===== config.mk =====
export PLATFORM = sky130hd
export DESIGN_NAME = por_seq_ctrl
export DESIGN_NICKNAME = d
export VERILOG_FILES = /design/src/rtl/por_seq_pkg.sv /design/src/rtl/por_seq_timer.sv /design/src/rtl/por_seq_fsm.sv /design/src/rtl/por_seq_outdec.sv /design/src/rtl/por_seq_ctrl.sv
export SDC_FILE = /design/constraint.sdc
export NUM_CORES = 1
export LEC_CHECK = 0
export BUFFER_PORTS_ARGS = -buffer_cell sky130_fd_sc_hd__buf_2
export CORE_MARGIN = 1
export CORE_UTILIZATION = 25
export CTS_BUF_LIST = sky130_fd_sc_hd__clkbuf_8
export CTS_CLUSTER_DIAMETER = 150
export DETAILED_ROUTE_END_ITERATION = 8
export RECOVER_POWER = 25
export SETUP_SLACK_MARGIN = 0.02
export SLEW_MARGIN = 20
export SYNTH_ARGS = -nofsm -noshare
export SYNTH_HDL_FRONTEND = slang
export SYNTH_SLANG_ARGS = --single-unit

===== constraint.sdc =====
create_clock -name clk -period 7.2 [get_ports clk]
set_input_delay 0.36 -clock clk [delete_from_list [all_inputs] [get_ports clk]]
set_output_delay 0.36 -clock clk [all_outputs]
set_load 0.02 [all_outputs]

===== src/rtl/por_seq_pkg.sv =====
package por_seq_pkg;

  typedef enum logic [2:0] {
    ST_POR  = 3'd0,
    ST_BOR  = 3'd1,
    ST_PWRT = 3'd2,
    ST_OSCW = 3'd3,
    ST_RUN  = 3'd4,
    ST_MON  = 3'd5
  } stage_e;

  // power-up timer length in ticks for a given select code
  function automatic int unsigned pwrt_len(input logic [2:0] sel,
                                           input int unsigned unit);
    if (sel == 3'd0) return 0;
    return unit << (int'(sel) - 1);
  endfunction

  function automatic logic holds_reset(input stage_e s);
    return (s == ST_POR) || (s == ST_BOR) || (s == ST_PWRT);
  endfunction

  function automatic logic clocks_on(input stage_e s);
    return (s == ST_OSCW) || (s == ST_RUN) || (s == ST_MON);
  endfunction

  function automatic logic core_runs(input stage_e s);
    return (s == ST_RUN) || (s == ST_MON);
  endfunction

  // a stage at or past the timer watches the brown-out flag
  function automatic logic watches_bor(input stage_e s);
    return !((s == ST_POR) || (s == ST_BOR));
  endfunction

endpackage


===== src/rtl/por_seq_timer.sv =====
module por_seq_timer #(
  parameter int unsigned CNT_W = 16
) (
  input  logic             clk,
  input  logic             rst_n,
  input  logic             clr,
  input  logic             tick,
  input  logic [CNT_W-1:0] target,
  output logic             done_o
);

  logic [CNT_W-1:0] cnt_q;

  assign done_o = (cnt_q >= target);

  always_ff @(posedge clk or negedge rst_n) begin
    if (!rst_n)               cnt_q <= '0;
    else if (clr)             cnt_q <= '0;
    else if (tick && !done_o) cnt_q <= cnt_q + 1'b1;
  end

endmodule


===== src/rtl/por_seq_fsm.sv =====
module por_seq_fsm
  import por_seq_pkg::*;
#(
  parameter int unsigned CNT_W       = 16,
  parameter int unsigned POR_TICKS   = 3,
  parameter int unsigned BOR_TICKS   = 10,
  parameter int unsigned PWRT_UNIT   = 4,
  parameter int unsigned OSC_TIMEOUT = 50,
  parameter int unsigned MON_TICKS   = 18
) (
  input  logic             clk,
  input  logic             rst_n,
  input  logic             por_ok,
  input  logic             bor_ok,
  input  logic [2:0]       pwrt_sel,
  input  logic             osc_ready,
  input  logic             stage_done,
  output stage_e           state_o,
  output logic [CNT_W-1:0] target_o,
  output logic             cnt_clr_o,
  output logic             supply_fault_o,
  output logic             fail_set_o,
  output logic             clk_fail_o
);

  localparam logic [CNT_W-1:0] POR_T = CNT_W'(POR_TICKS);
  localparam logic [CNT_W-1:0] BOR_T = CNT_W'(BOR_TICKS);
  localparam logic [CNT_W-1:0] OSC_T = CNT_W'(OSC_TIMEOUT);
  localparam logic [CNT_W-1:0] MON_T = CNT_W'(MON_TICKS);

  stage_e state_q, nxt;
  logic   fail_q;
  logic   hold;

  assign supply_fault_o = !por_ok || (watches_bor(state_q) && !bor_ok);

  always_comb begin
    case (state_q)
      ST_POR:  target_o = POR_T;
      ST_BOR:  target_o = BOR_T;
      ST_PWRT: target_o = CNT_W'(pwrt_len(pwrt_sel, PWRT_UNIT));
      ST_OSCW: target_o = OSC_T;
      ST_RUN:  target_o = MON_T;
      default: target_o = '0;
    endcase
  end

  always_comb begin
    nxt        = state_q;
    hold       = 1'b0;
    fail_set_o = 1'b0;
    if (supply_fault_o) begin
      nxt  = ST_POR;
      hold = 1'b1;
    end else begin
      case (state_q)
        ST_POR:  if (stage_done) nxt = ST_BOR;
        ST_BOR: begin
          if (!bor_ok)         hold = 1'b1;
          else if (stage_done) nxt  = ST_PWRT;
        end
        ST_PWRT: if (stage_done) nxt = ST_OSCW;
        ST_OSCW: begin
          if (!fail_q) begin
            if (osc_ready)       nxt        = ST_RUN;
            else if (stage_done) fail_set_o = 1'b1;
          end
        end
        ST_RUN:  if (stage_done) nxt = ST_MON;
        ST_MON:  nxt = ST_MON;
        default: nxt = ST_POR;
      endcase
    end
  end

  assign cnt_clr_o = hold || (nxt != state_q);

  always_ff @(posedge clk or negedge rst_n) begin
    if (!rst_n) begin
      state_q <= ST_POR;
      fail_q  <= 1'b0;
    end else begin
      state_q <= nxt;
      if (supply_fault_o)  fail_q <= 1'b0;
      else if (fail_set_o) fail_q <= 1'b1;
    end
  end

  assign state_o    = state_q;
  assign clk_fail_o = fail_q;

endmodule


===== src/rtl/por_seq_outdec.sv =====
module por_seq_outdec
  import por_seq_pkg::*;
(
  input  stage_e state,
  input  logic   fscm_req,
  output logic   sys_rst,
  output logic   osc_enable,
  output logic   run,
  output logic   fscm_enable
);

  assign sys_rst     = holds_reset(state);
  assign osc_enable  = clocks_on(state);
  assign run         = core_runs(state);
  assign fscm_enable = (state == ST_MON) && fscm_req;

endmodule


===== src/rtl/por_seq_ctrl.sv =====
module por_seq_ctrl
  import por_seq_pkg::*;
#(
  parameter int unsigned CNT_W       = 16,
  parameter int unsigned POR_TICKS   = 3,
  parameter int unsigned BOR_TICKS   = 10,
  parameter int unsigned PWRT_UNIT   = 4,
  parameter int unsigned OSC_TIMEOUT = 50,
  parameter int unsigned MON_TICKS   = 18,
  parameter int unsigned VEC_W       = 24,
  parameter logic [VEC_W-1:0] RESET_VEC = '0
) (
  input  logic             clk,
  input  logic             rst_n,
  input  logic             tick,
  input  logic             por_ok,
  input  logic             bor_ok,
  input  logic [2:0]       pwrt_sel,
  input  logic             osc_ready,
  input  logic             fscm_req,
  output logic             sys_rst,
  output logic             osc_enable,
  output logic             run,
  output logic             fscm_enable,
  output logic             clk_fail,
  output logic [VEC_W-1:0] start_vec,
  output logic [2:0]       state_o
);

  stage_e           stage;
  logic [CNT_W-1:0] target;
  logic             cnt_clr;
  logic             stage_done;
  logic             supply_fault;
  logic             fail_set;

  por_seq_fsm #(
    .CNT_W(CNT_W), .POR_TICKS(POR_TICKS), .BOR_TICKS(BOR_TICKS),
    .PWRT_UNIT(PWRT_UNIT), .OSC_TIMEOUT(OSC_TIMEOUT), .MON_TICKS(MON_TICKS)
  ) fsm_i (
    .clk(clk), .rst_n(rst_n), .por_ok(por_ok), .bor_ok(bor_ok),
    .pwrt_sel(pwrt_sel), .osc_ready(osc_ready), .stage_done(stage_done),
    .state_o(stage), .target_o(target), .cnt_clr_o(cnt_clr),
    .supply_fault_o(supply_fault), .fail_set_o(fail_set),
    .clk_fail_o(clk_fail)
  );

  por_seq_timer #(.CNT_W(CNT_W)) timer_i (
    .clk(clk), .rst_n(rst_n), .clr(cnt_clr), .tick(tick),
    .target(target), .done_o(stage_done)
  );

  por_seq_outdec dec_i (
    .state(stage), .fscm_req(fscm_req), .sys_rst(sys_rst),
    .osc_enable(osc_enable), .run(run), .fscm_enable(fscm_enable)
  );

  assign start_vec = RESET_VEC;
  assign state_o   = stage;

endmodule


==> summary.md <==
| Metric | Value |
|---|---|
| Initial core utilization | 25.92% |
| Final WL | 4.101 mm |
| Share of layout cells above drive strength 1 | 12.45% |
| P_sw | 0.06916 mW |
| Sw Ratio | 26.03% |
| Layout Cells excl Fill | 351 |
| Outcome | complete, no violations |
| TritonCTS Buffers | 3 |
| Post_cts resized | 0 |
| GRT overflow | 0 |
| Core box area | 7767 um2 |
| Count of final hold-check violations | 0 |
| Setup Buffers After CTS | 0 |
| Number of synthesized flops with an enable pin | 0 |
| Number of iterations in the first detailed-routing pass | 4 |
| Critical R2R Launch | fsm_i.state_o[0] |
| Critical path arrival | 4.04 ns |
| Placer Congestion | between 0.8 and 0.9 |
| Drt initial violations | 81 |
| Via count of the first global-routing pass | about 1500 |
| Leakage | 0.9405 nW |
| Critical Path Fanout Max | 17 |
| Max Freq | 260.1 MHz |
| Antenna-violating nets left | 0 |
| Fin nets | 282 |
| Worst Setup SP | fsm_i.state_o[0] |
| Dominant cells by area after synthesis | dfrtp_1 (25%), ha_1 (14%), buf_4 (9.3%) |
| Synth Register Bits | 20 |
| Warnings from Yosys | 0 |
| HP Class | in -> async |
| Count of final max-slew check failures | 0 |
| Max VDD drop | around 0.12 mV |
| Internal reg-to-reg setup slack | 3.36 ns |
| Crit. End Element | flip-flop |
| Netlist cell types | 46 |
| Finish-stage setup viols | 0 |
| CP Launch Type | flip-flop |
| Fin crit period | 3.844 ns |
| Critical Path RT | 7.39 ns |
| Post-route cell area | approximately 2100 um2 |
| # port buffers | 17 |
| H-tree depth | 1 |
| CTS Hold Buffers Added | 0 |
| Clock transition at path regs | 0.08 ns |
| PD cells | 125.7 nW/um2 |
| RSZ-0062 raised after global routing | no |
| Global-route wire length before repair | just over 7 mm |
| Share of power burned in registers | a little over two fifths |
| DR vias | approximately 1600 |
| Area share of the largest cell type after synthesis | 24.86% |
| Max_cap viols | 0 |
| Placed insts | around 350 |
| Row cnt | 32 |
| GRT Overall Usage | 10.48% |
| Top_reg_cell synth | dfrtp_1 |
| Worst hold-check slack | 0.2831 ns |
| N_diodes | 0 |
| Clock Skews | 0.005046 ns |
| Final Cycle Share | 53.39% |
| Chip height | 91.74 um |
| Die Wd | 91.74 um |
| CP Class | reg -> reg |
| Io pins | 42 |
| Final setup TNS | 0 ns |
| Worst-margin pin slew | 1.121 ns |
| Pin count of the biggest net entering global routing | 21 |
| Die footprint | between 8000 and 9000 um2 |
| FF-to-FF End | timer_i.cnt_q[7] |
| Syn Area/Cell | 8.678 um2 |
| Slew headroom | 25.25% |
| Final Core Density | 27.22% |
| P_int | roughly 0.20 mW |
| Clock power share | 43.5% |
| WL/cell | 11.68 um |
| TritonCTS clock tree | built |
| Clk buf depth | 2 |
| Yosys top cell by area | dfrtp_1 |
| FF-to-FF path depth | 10 |
| Fraction of registers with async set/reset | 100.0% |
| Via density | 4.695 |
| Clock root buffer | clkbuf_8 |
| Antenna violations before repair | 0 |
| Area Overhead vs Synth | 5.034% |
| DRC errors left | 0 |
| Final HPWL DP | 3.164 mm |
| # clock sinks | 20 |
| Worst-Skew Late Latency | between 0.2 and 0.3 ns |
| Placed Area | 2044 um2 |
| Mapped cell area | ~2000 um2 |
| Comb power frac | 13.4% |
| Post-Syn Instances | 232 |
| Sequential fraction of the synthesis area | 24.86% |
[cells in the mapped netlist, types with 2 or more instances]
cell type and number:
buf_6 2, o21bai_1 2, inv_1 10, bufbuf_16 2, nor2b_1 2, xor2_1 6
nand2b_1 4, mux2i_1 2, o21ai_0 7, a21oi_1 19, or4_1 6, o31ai_1 5
nand3_1 11, buf_4 25, ha_1 22, or2_2 2, nor2_1 20, clkbuf_1 3
xnor2_1 2, nand2_1 12, dfrtp_1 20, nand4_1 10, nor3_1 6, conb_1 2
nand3b_1 2, nor4b_1 3, nor4_1 5, or3_1 2
[kinds of logic (layout without fill, tap and decap cells)]
family,count (synthesis),in the layout,synth area share [%]
multiplexers,2,2,0.9944
adder cells (fa/ha/maj),23,23,14.17
flip-flops,20,20,24.86
XOR/XNOR,8,8,3.481
AO/OA/AOI/OAI,45,45,15.23
AND/OR/NAND/NOR,90,90,24.80
buffers and inverters,42,31,16.10
other,2,30,0.3730
[how the worst max path moves through the flow]
stage               slack [ns]                end
floorplan                 3.77  timer_i.cnt_q[14]
global placement          3.31   timer_i.cnt_q[8]
detailed placement        3.20   timer_i.cnt_q[6]
CTS                       3.35   timer_i.cnt_q[7]
global route              2.94   timer_i.cnt_q[7]
finish                    3.36   timer_i.cnt_q[7]
[layout by cell type, fill, tap and decap left out, drive strengths merged, types with 6 or more instances in the layout]
master / instances
o21ai: 7
nand2: 13
or4: 6
nor2: 20
xor2: 6
inv: 10
ha: 22
conb: 30
a21oi: 20
nand3: 12
dfrtp: 20
nand4: 11
nor3: 6
buf: 16
[routing by layer]
metal	part of all wire [%]	up-vias	GRT usage, %
met3	3.0	4	1.824
met1	48	781	13.79
met5	0	-	0
li1	-	826	-
met4	0.71	0	2.344
met2	49	37	17.86
[power groups by stage]
stage	Clock (mW)	Sequential (mW)	Combinational (mW)
6_report	0.115	0.115	0.0356
5_1_grt	0.124	0.115	0.0401
4_1_cts	0.118	0.115	0.0358
3_5_place_dp	0	0.117	0.0355
3_3_place_gp	0	0.117	0.0347
2_1_floorplan	0	0.117	0.0394
[flip-flops by register name, indices dropped and copies added, names as in the netlist]
signal and cells:
timer_i.cnt_q 16, fsm_i.state_o 3, fsm_i.clk_fail_o 1
[critical path, cell delays in order (launching register included)]
cell	delay (ns)
dfrtp_1	0.56
nand2b_1	0.27
nor4b_1	0.55
nand3_1	0.16
ha_1	0.32
a31oi_1	0.16
and2b_2	0.25
o311ai_4	0.44
nand4_2	0.41
or4_1	0.50
a21oi_1	0.15
[layout make-up]
class | instances | area [um2]
clock inverters | 1 | 30.03
clock buffers | 3 | 41.29
flip-flops and latches | 20 | 500.5
multi-input cells | 198 | 1294
inverters | 10 | 37.54
repair buffers | 17 | 83.83
fillers | 849 | 5653
well taps | 102 | 127.6
[metrics by stage]
| step | total power, mW | worst slack [ns] |
|---|---|---|
| after floorplan | 0.1561 | 3.772 |
| after global placement | 0.1516 | 3.311 |
| after detailed placement | 0.1524 | 3.201 |
| after CTS | 0.2686 | 3.350 |
| after global routing | 0.2787 | 2.939 |
| final | 0.2657 | 3.356 |
(Power assumes the default switching activity.)
